### src/rtl/dbg_trig_pkg.sv
// Package: shared field layouts, types and legalization functions for the
// debug trigger register bank. Assumes a 32-bit register width.
package dbg_trig_pkg;

    localparam int CSR_W = 32;

    // Register selection on the access port.
    typedef enum logic [1:0] {
        SEL_INDEX = 2'd0,
        SEL_CTRL  = 2'd1,
        SEL_MDATA = 2'd2,
        SEL_EXTRA = 2'd3
    } csr_sel_e;

    // Control-word field positions.
    localparam int CTL_DMODE_BIT = 27;
    localparam int CTL_ACT_LSB   = 12;
    localparam int CTL_ACT_W     = 4;
    localparam int CTL_CHAIN_BIT = 11;

    // Action codes.
    localparam logic [CTL_ACT_W-1:0] ACT_BREAK_EXC = 4'd0;
    localparam logic [CTL_ACT_W-1:0] ACT_ENTER_DBG = 4'd1;
    localparam logic [CTL_ACT_W-1:0] ACT_MAX       = 4'd4;

    // Context-extra field positions and widths.
    localparam int HVAL_LSB = 26;
    localparam int HVAL_W   = 6;
    localparam int HSEL_LSB = 23;
    localparam int HSEL_W   = 3;
    localparam int BMSK_LSB = 18;
    localparam int BMSK_W   = 2;
    localparam int SVAL_LSB = 2;
    localparam int SVAL_W   = 16;
    localparam int SSEL_LSB = 0;
    localparam int SSEL_W   = 2;

    // Supervisor select codes.
    localparam logic [SSEL_W-1:0] SSEL_IGNORE = 2'd0;
    localparam logic [SSEL_W-1:0] SSEL_ASID   = 2'd2;

    typedef struct packed {
        logic                 dmode;
        logic [CTL_ACT_W-1:0] action;
        logic                 chain;
    } ctl_t;

    typedef struct packed {
        logic [HVAL_W-1:0] hval;
        logic [HSEL_W-1:0] hsel;
        logic [BMSK_W-1:0] bmask;
        logic [SVAL_W-1:0] sval;
        logic [SSEL_W-1:0] ssel;
    } ext_t;

    // Place extra fields into a register word.
    function automatic logic [CSR_W-1:0] ext_pack(input ext_t e);
        logic [CSR_W-1:0] w;
        w = '0;
        w[HVAL_LSB +: HVAL_W] = e.hval;
        w[HSEL_LSB +: HSEL_W] = e.hsel;
        w[BMSK_LSB +: BMSK_W] = e.bmask;
        w[SVAL_LSB +: SVAL_W] = e.sval;
        w[SSEL_LSB +: SSEL_W] = e.ssel;
        return w;
    endfunction

    // Legalize a written word into stored extra fields.
    function automatic ext_t ext_wlegal(input logic [CSR_W-1:0] w, input logic sup);
        ext_t e;
        e.hval  = w[HVAL_LSB +: HVAL_W];
        e.hsel  = w[HSEL_LSB +: HSEL_W];
        e.bmask = w[BMSK_LSB +: BMSK_W];
        e.sval  = sup ? w[SVAL_LSB +: SVAL_W] : '0;
        e.ssel  = (sup && (w[SSEL_LSB +: SSEL_W] == SSEL_ASID)) ? SSEL_ASID : SSEL_IGNORE;
        return e;
    endfunction

    // Legalize stored fields for reading (hypervisor select).
    function automatic ext_t ext_rview(input ext_t e, input logic hyp);
        ext_t r;
        r = e;
        if (!(hyp && (e.hsel == 3'd2 || e.hsel == 3'd6))) begin
            r.hsel = '0;
        end
        return r;
    endfunction

    // Legalize a written action against the new ownership bit.
    function automatic logic [CTL_ACT_W-1:0] act_legal(input logic [CTL_ACT_W-1:0] a,
                                                        input logic dm);
        if (a > ACT_MAX || (a == ACT_ENTER_DBG && !dm)) begin
            return ACT_BREAK_EXC;
        end
        return a;
    endfunction

    // Place control fields into a register word.
    function automatic logic [CSR_W-1:0] ctl_pack(input ctl_t c);
        logic [CSR_W-1:0] w;
        w = '0;
        w[CTL_DMODE_BIT]               = c.dmode;
        w[CTL_ACT_LSB +: CTL_ACT_W]    = c.action;
        w[CTL_CHAIN_BIT]               = c.chain;
        return w;
    endfunction

endpackage

### src/rtl/dbg_trig_index.sv
// Module: trigger index register. Stores the selected trigger number and
// clamps out-of-range writes to the highest trigger. Assumes NTRIG >= 1.
module dbg_trig_index #(
    parameter int NTRIG = 4,
    parameter int IDX_W = 2
) (
    input  logic                           clk,
    input  logic                           rst_n,
    input  logic                           wr_en,
    input  logic [dbg_trig_pkg::CSR_W-1:0] wdata,
    output logic [IDX_W-1:0]               idx_o
);
    localparam logic [IDX_W-1:0] IDX_LAST = IDX_W'(NTRIG - 1);

    logic [IDX_W-1:0] idx_q;
    logic [IDX_W-1:0] idx_next;

    // Clamp the written value to an existing trigger.
    always_comb begin
        if (wdata >= dbg_trig_pkg::CSR_W'(NTRIG)) begin
            idx_next = IDX_LAST;
        end else begin
            idx_next = wdata[IDX_W-1:0];
        end
    end

    // Hold the index; load it on an index write.
    always_ff @(posedge clk) begin
        if (!rst_n) begin
            idx_q <= '0;
        end else if (wr_en) begin
            idx_q <= idx_next;
        end
    end

    assign idx_o = idx_q;
endmodule

### src/rtl/dbg_trig_slot.sv
// Module: storage for one trigger: control word, match data, context extra.
// Applies the write legalization and the read-time hypervisor select view.
// Assumes the caller has already resolved the ownership block and selection.
module dbg_trig_slot (
    input  logic                           clk,
    input  logic                           rst_n,
    input  logic                           wr_ctl,
    input  logic                           wr_mdat,
    input  logic                           wr_ext,
    input  logic [dbg_trig_pkg::CSR_W-1:0] wdata,
    input  logic                           next_dmode,
    input  logic                           hyp_present,
    input  logic                           sup_present,
    output dbg_trig_pkg::ctl_t             ctl_o,
    output logic [dbg_trig_pkg::CSR_W-1:0] mdat_o,
    output logic [dbg_trig_pkg::CSR_W-1:0] ext_rd_o
);
    import dbg_trig_pkg::*;

    ctl_t             ctl_q;
    ctl_t             ctl_new;
    logic [CSR_W-1:0] mdat_q;
    ext_t             ext_q;
    ext_t             ext_view;

    // Read view of the extra word under the current hypervisor setting.
    always_comb begin
        ext_view = ext_rview(ext_q, hyp_present);
    end

    // Legalize an incoming control word.
    always_comb begin
        ctl_new.dmode  = wdata[CTL_DMODE_BIT];
        ctl_new.action = act_legal(wdata[CTL_ACT_LSB +: CTL_ACT_W], wdata[CTL_DMODE_BIT]);
        ctl_new.chain  = wdata[CTL_CHAIN_BIT] && !(!wdata[CTL_DMODE_BIT] && next_dmode);
    end

    // Control word register.
    always_ff @(posedge clk) begin
        if (!rst_n) begin
            ctl_q <= '0;
        end else if (wr_ctl) begin
            ctl_q <= ctl_new;
        end
    end

    // Match-data register (stored as written).
    always_ff @(posedge clk) begin
        if (!rst_n) begin
            mdat_q <= '0;
        end else if (wr_mdat) begin
            mdat_q <= wdata;
        end
    end

    // Extra register: direct write, or re-legalization on a control write.
    always_ff @(posedge clk) begin
        if (!rst_n) begin
            ext_q <= '0;
        end else if (wr_ext) begin
            ext_q <= ext_wlegal(wdata, sup_present);
        end else if (wr_ctl) begin
            ext_q <= ext_wlegal(ext_pack(ext_view), sup_present);
        end
    end

    assign ctl_o    = ctl_q;
    assign mdat_o   = mdat_q;
    assign ext_rd_o = ext_pack(ext_view);
endmodule

### src/rtl/dbg_trig_bank.sv
// Module: top of the debug trigger register bank. Decodes the access port,
// applies the debug-ownership write block, routes data accesses through the
// index to one trigger slot, muxes read data and produces write pulses.
// Assumes reads are combinational and writes take effect at the clock edge.
module dbg_trig_bank #(
    parameter int NTRIG = 4
) (
    input  logic        clk,
    input  logic        rst_n,
    input  logic        csr_valid,
    input  logic        csr_write,
    input  logic [1:0]  csr_addr,
    input  logic [31:0] csr_wdata,
    output logic [31:0] csr_rdata,
    input  logic        in_debug,
    input  logic        hyp_present,
    input  logic        sup_present,
    output logic        wr_ok,
    output logic        wr_blocked
);
    import dbg_trig_pkg::*;

    localparam int IDX_W = (NTRIG > 1) ? $clog2(NTRIG) : 1;

    logic [IDX_W-1:0] idx_q;
    logic             wr_req;
    logic             wr_data_reg;
    logic             sel_dmode;
    logic             blocked;
    logic             accept;

    ctl_t             ctl_arr  [NTRIG];
    logic [CSR_W-1:0] mdat_arr [NTRIG];
    logic [CSR_W-1:0] ext_arr  [NTRIG];
    logic [NTRIG-1:0] dmode_vec;
    logic [NTRIG-1:0] next_dm;

    // Ownership decision for the selected trigger.
    always_comb begin
        wr_req      = csr_valid && csr_write;
        wr_data_reg = csr_addr != SEL_INDEX;
        sel_dmode   = ctl_arr[idx_q].dmode;
        blocked     = wr_req && wr_data_reg && sel_dmode && !in_debug;
        accept      = wr_req && !blocked;
    end

    dbg_trig_index #(
        .NTRIG (NTRIG),
        .IDX_W (IDX_W)
    ) u_index (
        .clk   (clk),
        .rst_n (rst_n),
        .wr_en (accept && (csr_addr == SEL_INDEX)),
        .wdata (csr_wdata),
        .idx_o (idx_q)
    );

    genvar gi;
    generate
        for (gi = 0; gi < NTRIG; gi++) begin : g_slot
            assign dmode_vec[gi] = ctl_arr[gi].dmode;
            if (gi + 1 < NTRIG) begin : g_mid
                assign next_dm[gi] = dmode_vec[gi+1];
            end else begin : g_last
                assign next_dm[gi] = 1'b0;
            end

            dbg_trig_slot u_slot (
                .clk         (clk),
                .rst_n       (rst_n),
                .wr_ctl      (accept && csr_addr == SEL_CTRL  && idx_q == IDX_W'(gi)),
                .wr_mdat     (accept && csr_addr == SEL_MDATA && idx_q == IDX_W'(gi)),
                .wr_ext      (accept && csr_addr == SEL_EXTRA && idx_q == IDX_W'(gi)),
                .wdata       (csr_wdata),
                .next_dmode  (next_dm[gi]),
                .hyp_present (hyp_present),
                .sup_present (sup_present),
                .ctl_o       (ctl_arr[gi]),
                .mdat_o      (mdat_arr[gi]),
                .ext_rd_o    (ext_arr[gi])
            );
        end
    endgenerate

    // Read-data mux for the addressed register of the selected trigger.
    always_comb begin
        unique case (csr_addr)
            SEL_INDEX: csr_rdata = CSR_W'(idx_q);
            SEL_CTRL:  csr_rdata = ctl_pack(ctl_arr[idx_q]);
            SEL_MDATA: csr_rdata = mdat_arr[idx_q];
            default:   csr_rdata = ext_arr[idx_q];
        endcase
    end

    // One-cycle write outcome pulses.
    always_ff @(posedge clk) begin
        if (!rst_n) begin
            wr_ok      <= 1'b0;
            wr_blocked <= 1'b0;
        end else begin
            wr_ok      <= accept && csr_valid && csr_write;
            wr_blocked <= blocked;
        end
    end
endmodule

### config.mk
export PLATFORM = sky130hd
export DESIGN_NAME = dbg_trig_bank
export DESIGN_NICKNAME = d
export VERILOG_FILES = /design/src/rtl/dbg_trig_pkg.sv /design/src/rtl/dbg_trig_index.sv /design/src/rtl/dbg_trig_slot.sv /design/src/rtl/dbg_trig_bank.sv
export SDC_FILE = /design/constraint.sdc
export NUM_CORES = 1
export LEC_CHECK = 0
export CAP_MARGIN = 40
export CORE_UTILIZATION = 36
export CTS_CLUSTER_DIAMETER = 120
export DETAILED_ROUTE_END_ITERATION = 12
export DONT_BUFFER_PORTS = 1
export GPL_TIMING_DRIVEN = 0
export SYNTH_ARGS = -nofsm -noshare
export SYNTH_HDL_FRONTEND = slang
export SYNTH_SLANG_ARGS = --single-unit
### constraint.sdc
create_clock -name clk -period 6 [get_ports clk]
set_input_delay 1.2 -clock clk [delete_from_list [all_inputs] [get_ports clk]]
set_output_delay 1.2 -clock clk [all_outputs]
set_load 0.01 [all_outputs]
==> insert_results.sql <==
INSERT INTO impl_metrics (metric_group, metric, value, unit) VALUES
('outcome', 'run_status', 'completed', ''),
('critical_path', 'worst_r2r_path_depth', '7', ''),
('hold_path', 'min-delay-path-class', 'register to register', ''),
('cts', 'worst_setup_hold_path_clk_slew', '70', 'ps'),
('floorplan', 'die_y', '186', 'um'),
('sta', 'fin_skew', '15.0', 'ps'),
('detailed_routing', 'route.detailed.vias_per_inst', '5.60', ''),
('floorplan', 'num_rows', '66', ''),
('final_layout', 'drive_above_1_share', '0.152', ''),
('sta', 'slew_headroom', '0.421', ''),
('critical_path', 'critical_path.endpoint', 'csr_rdata[27]', ''),
('synth', 'seq_area_frac_synth', '0.443', ''),
('detailed_routing', 'dr_total_vias', '10069', ''),
('detailed_routing', 'ant_nets', '0', ''),
('placement', 'place.detailed.hpwl', '29.1', 'mm'),
('detailed_routing', 'drt_drc_violations_left', '0', ''),
('global_route', 'grt_max_degree', '17', ''),
('final_layout', 'finalInstanceArea', '13700', 'um^2'),
('sta', 'final_critical_path_share_of_the_clock_period', '0.676', ''),
('global_route', 'gr-total-overflow', '0', ''),
('detailed_routing', 'postRouteWirelength', '41.2', 'mm'),
('critical_path', 'worst_ep_arrival_time', '2860', 'ps'),
('critical_path', 'timing.critical_path.max_delay_family', 'buffers and inverters', ''),
('synth', 'synth_cell_type_count', '60', ''),
('synth', 'synthTopCellsByArea', 'sky130_fd_sc_hd__dfxtp_1 (44%), sky130_fd_sc_hd__mux4_2 (12%), sky130_fd_sc_hd__nand2_1 (9.0%), sky130_fd_sc_hd__a21oi_1 (6.2%), sky130_fd_sc_hd__mux2i_1 (4.7%)', ''),
('cts', 'tritoncts', 'built', ''),
('final_layout', 'layout.nets', '1376', ''),
('synth', 'post-synth-top-area-cell', 'sky130_fd_sc_hd__dfxtp_1', ''),
('cts', 'numCtsBuffers', '31', ''),
('pwr', 'cellPowerDensity', '280', 'nW/um^2'),
('pwr', 'worst_vdd_drop', '0.000224', 'V'),
('synth', 'synth_top_flop_cell', 'sky130_fd_sc_hd__dfxtp_1', ''),
('cts', 'clockBufferDepth', '3', ''),
('critical_path', 'setup.worst_path.start', 'u_index.idx_o[1]', ''),
('synth', 'postSynthCellCount', '1296', ''),
('cts', 'cts_post_setup_buffers_inserted', '0', ''),
('critical_path', 'timing.critical_path.mode_cell', 'sky130_fd_sc_hd__buf_4', ''),
('critical_path', 'critical_path.n_buffers_inverters', '5', ''),
('placement', 'dp.cells', '1744', ''),
('global_route', 'grt_usage', '0.241', ''),
('sta', 'rsz0062_at_grt', 'false', ''),
('detailed_routing', 'post_drt_wl_per_cell', '22.9', 'um'),
('global_route', 'number_of_antenna_violations_at_the_first_check_in_global_routing', '1', ''),
('cts', 'htree_num_levels', '1', ''),
('pwr', 'static_leakage', '4.56', 'nW'),
('placement', 'count_of_input_and_output_buffers', '0', ''),
('global_route', 'global_route_wire_length_before_repair', '61.2', 'mm'),
('sta', 'tightestPinTransition', '869', 'ps'),
('critical_path', 'max_stage_delay', '520', 'ps'),
('placement', 'placed_area', '12700', 'um^2'),
('critical_path', 'rrSetupSlack', '3650', 'ps'),
('critical_path', 'worstSetupEndpointType', 'primary output', ''),
('detailed_routing', 'drtIter0Drc', '1025', ''),
('floorplan', 'core_area', '32900', 'um^2'),
('global_route', 'grt_pass1_vias', '9700', ''),
('pwr', 'internal_power', '2.88', 'mW'),
('floorplan', 'io_pins', '75', ''),
('cts', 'worst_skew_pair.late_latency', '580', 'ps'),
('synth', 'asyncSetResetFlopFracSynth', '0', ''),
('critical_path', 'crit-reg2reg-launch', 'u_index.idx_o[1]', ''),
('pwr', 'swShare', '0.249', ''),
('sta', 'setup_viol', '0', ''),
('cts', 'clockRootBuffer', 'sky130_fd_sc_hd__clkbuf_16', ''),
('floorplan', 'initial_core_util', '0.369', ''),
('critical_path', 'rr_endpoint', 'g_slot[0].u_slot.ext_rd_o[15]', ''),
('critical_path', 'cp_data_required_time', '4800', 'ps'),
('cts', 'post_cts_resized', '0', ''),
('pwr', 'power_frac_clock', '0.469', ''),
('cts', 'cts_hold_buf', '0', ''),
('synth', 'synth-warning-count', '0', ''),
('pwr', 'power.share.combinational', '0.062', '');
sequential cells by signal, indices dropped and copies added, names as in the netlist:
name and count:
u_index.idx_o 2, g_slot.u_slot.ext_q 12, wr_blocked 1, g_slot.u_slot.mdat_o 128, wr_ok 1, g_slot.u_slot.ctl_o 24
g_slot.u_slot.ext_rd_o 100
power groups by stage:
stage / Clock (mW) / Combinational, mW / Sequential, mW
6_report: 1.80 / 0.236 / 1.80
3_3_place_gp: 0 / 0.230 / 1.83
4_1_cts: 1.81 / 0.233 / 1.80
2_1_floorplan: 0 / 0.149 / 1.83
3_5_place_dp: 0 / 0.232 / 1.83
5_1_grt: 1.89 / 0.249 / 1.80
final cells by class:
type,instances,area (um^2)
fill,3292,19200
multi-input combinational,894,6100
sequential,268,5370
clock buffer,45,888
buffer,127,631
tap,442,553
clock inverter,9,68.8
timing repair buffer,6,52.6
inverter,7,26.3
cells in the final DEF (no fill, tap or decap), types with 3 or more instances in the layout:
| master | Yosys | final |
|---|---|---|
| sky130_fd_sc_hd__a2111oi_2 | 3 | 3 |
| sky130_fd_sc_hd__a211o_1 | 3 | 3 |
| sky130_fd_sc_hd__a211oi_1 | 5 | 5 |
| sky130_fd_sc_hd__a211oi_2 | 5 | 5 |
| sky130_fd_sc_hd__a211oi_4 | 4 | 4 |
| sky130_fd_sc_hd__a21oi_1 | 150 | 150 |
| sky130_fd_sc_hd__a22o_1 | 22 | 22 |
| sky130_fd_sc_hd__a22oi_1 | 51 | 51 |
| sky130_fd_sc_hd__and2_1 | 5 | 5 |
| sky130_fd_sc_hd__and3_1 | 4 | 4 |
| sky130_fd_sc_hd__buf_2 | 36 | 36 |
| sky130_fd_sc_hd__buf_4 | 9 | 13 |
| sky130_fd_sc_hd__buf_6 | 10 | 12 |
| sky130_fd_sc_hd__clkbuf_1 | 72 | 80 |
| sky130_fd_sc_hd__clkbuf_16 | 0 | 31 |
| sky130_fd_sc_hd__clkbuf_8 | 0 | 6 |
| sky130_fd_sc_hd__clkinv_2 | 0 | 5 |
| sky130_fd_sc_hd__dfxtp_1 | 268 | 268 |
| sky130_fd_sc_hd__inv_1 | 6 | 6 |
| sky130_fd_sc_hd__mux2_2 | 7 | 7 |
| sky130_fd_sc_hd__mux2i_1 | 57 | 57 |
| sky130_fd_sc_hd__mux4_2 | 62 | 62 |
| sky130_fd_sc_hd__nand2_1 | 290 | 290 |
| sky130_fd_sc_hd__nand2b_1 | 5 | 5 |
| sky130_fd_sc_hd__nand3_1 | 13 | 13 |
| sky130_fd_sc_hd__nand3b_1 | 5 | 5 |
| sky130_fd_sc_hd__nand4_1 | 3 | 3 |
| sky130_fd_sc_hd__nand4b_1 | 3 | 3 |
| sky130_fd_sc_hd__nor2_1 | 98 | 98 |
| sky130_fd_sc_hd__nor2b_1 | 21 | 21 |
| sky130_fd_sc_hd__nor4_1 | 8 | 8 |
| sky130_fd_sc_hd__o2111ai_1 | 5 | 5 |
| sky130_fd_sc_hd__o211ai_1 | 8 | 8 |
| sky130_fd_sc_hd__o211ai_2 | 3 | 3 |
| sky130_fd_sc_hd__o21ai_0 | 20 | 20 |
worst reg2reg max path, delay by kind of cell, from the launching register on:
family / cells / cell delay (ps)
buffers and inverters: 3 / 770
AOI/OAI and AO/OA: 2 / 690
and+or+nand+nor: 2 / 450
DFF: 1 / 300
stage by stage:
stage | hold slack, ps | setup slack (ps) | utilization | power [mW]
after CTS | 428 | 1960 | 0.416 | 3.84
final | 427 | 1940 | 0.416 | 3.83
after floorplan | 407 | 2650 | - | 1.98
after detailed placement | 419 | 2130 | 0.387 | 2.07
after global placement | 413 | 2130 | 0.386 | 2.06
after global routing | 461 | 1850 | 0.416 | 3.93
worst min path at each step:
stage,depth (start not counted),endpoint,from
floorplan,2,g_slot[3].u_slot.ctl_o[4],g_slot[3].u_slot.ctl_o[4]
global placement,2,g_slot[3].u_slot.ctl_o[4],g_slot[3].u_slot.ctl_o[4]
detailed placement,2,g_slot[3].u_slot.ctl_o[4],g_slot[3].u_slot.ctl_o[4]
CTS,2,g_slot[3].u_slot.ctl_o[4],g_slot[3].u_slot.ctl_o[4]
global route,2,g_slot[3].u_slot.ctl_o[4],g_slot[3].u_slot.ctl_o[4]
finish,2,g_slot[3].u_slot.ctl_o[4],g_slot[3].u_slot.ctl_o[4]
layer usage:
metal	vias to the layer above	part of all wire	track usage
li1	4649	-	-
met1	4837	0.41	0.320
met2	481	0.44	0.370
met3	100	0.11	0.0695
met4	2	0.036	0.0889
met5	-	0.00029	0
cell families (layout without fill, tap and decap cells):
kind of cell | Yosys count | in the layout | synth area share
simple gates | 470 | 470 | 0.168
compound gates | 294 | 294 | 0.161
flops | 268 | 268 | 0.443
buf+inv | 134 | 194 | 0.0542
mux | 130 | 130 | 0.174
(Power assumes the default switching activity.)
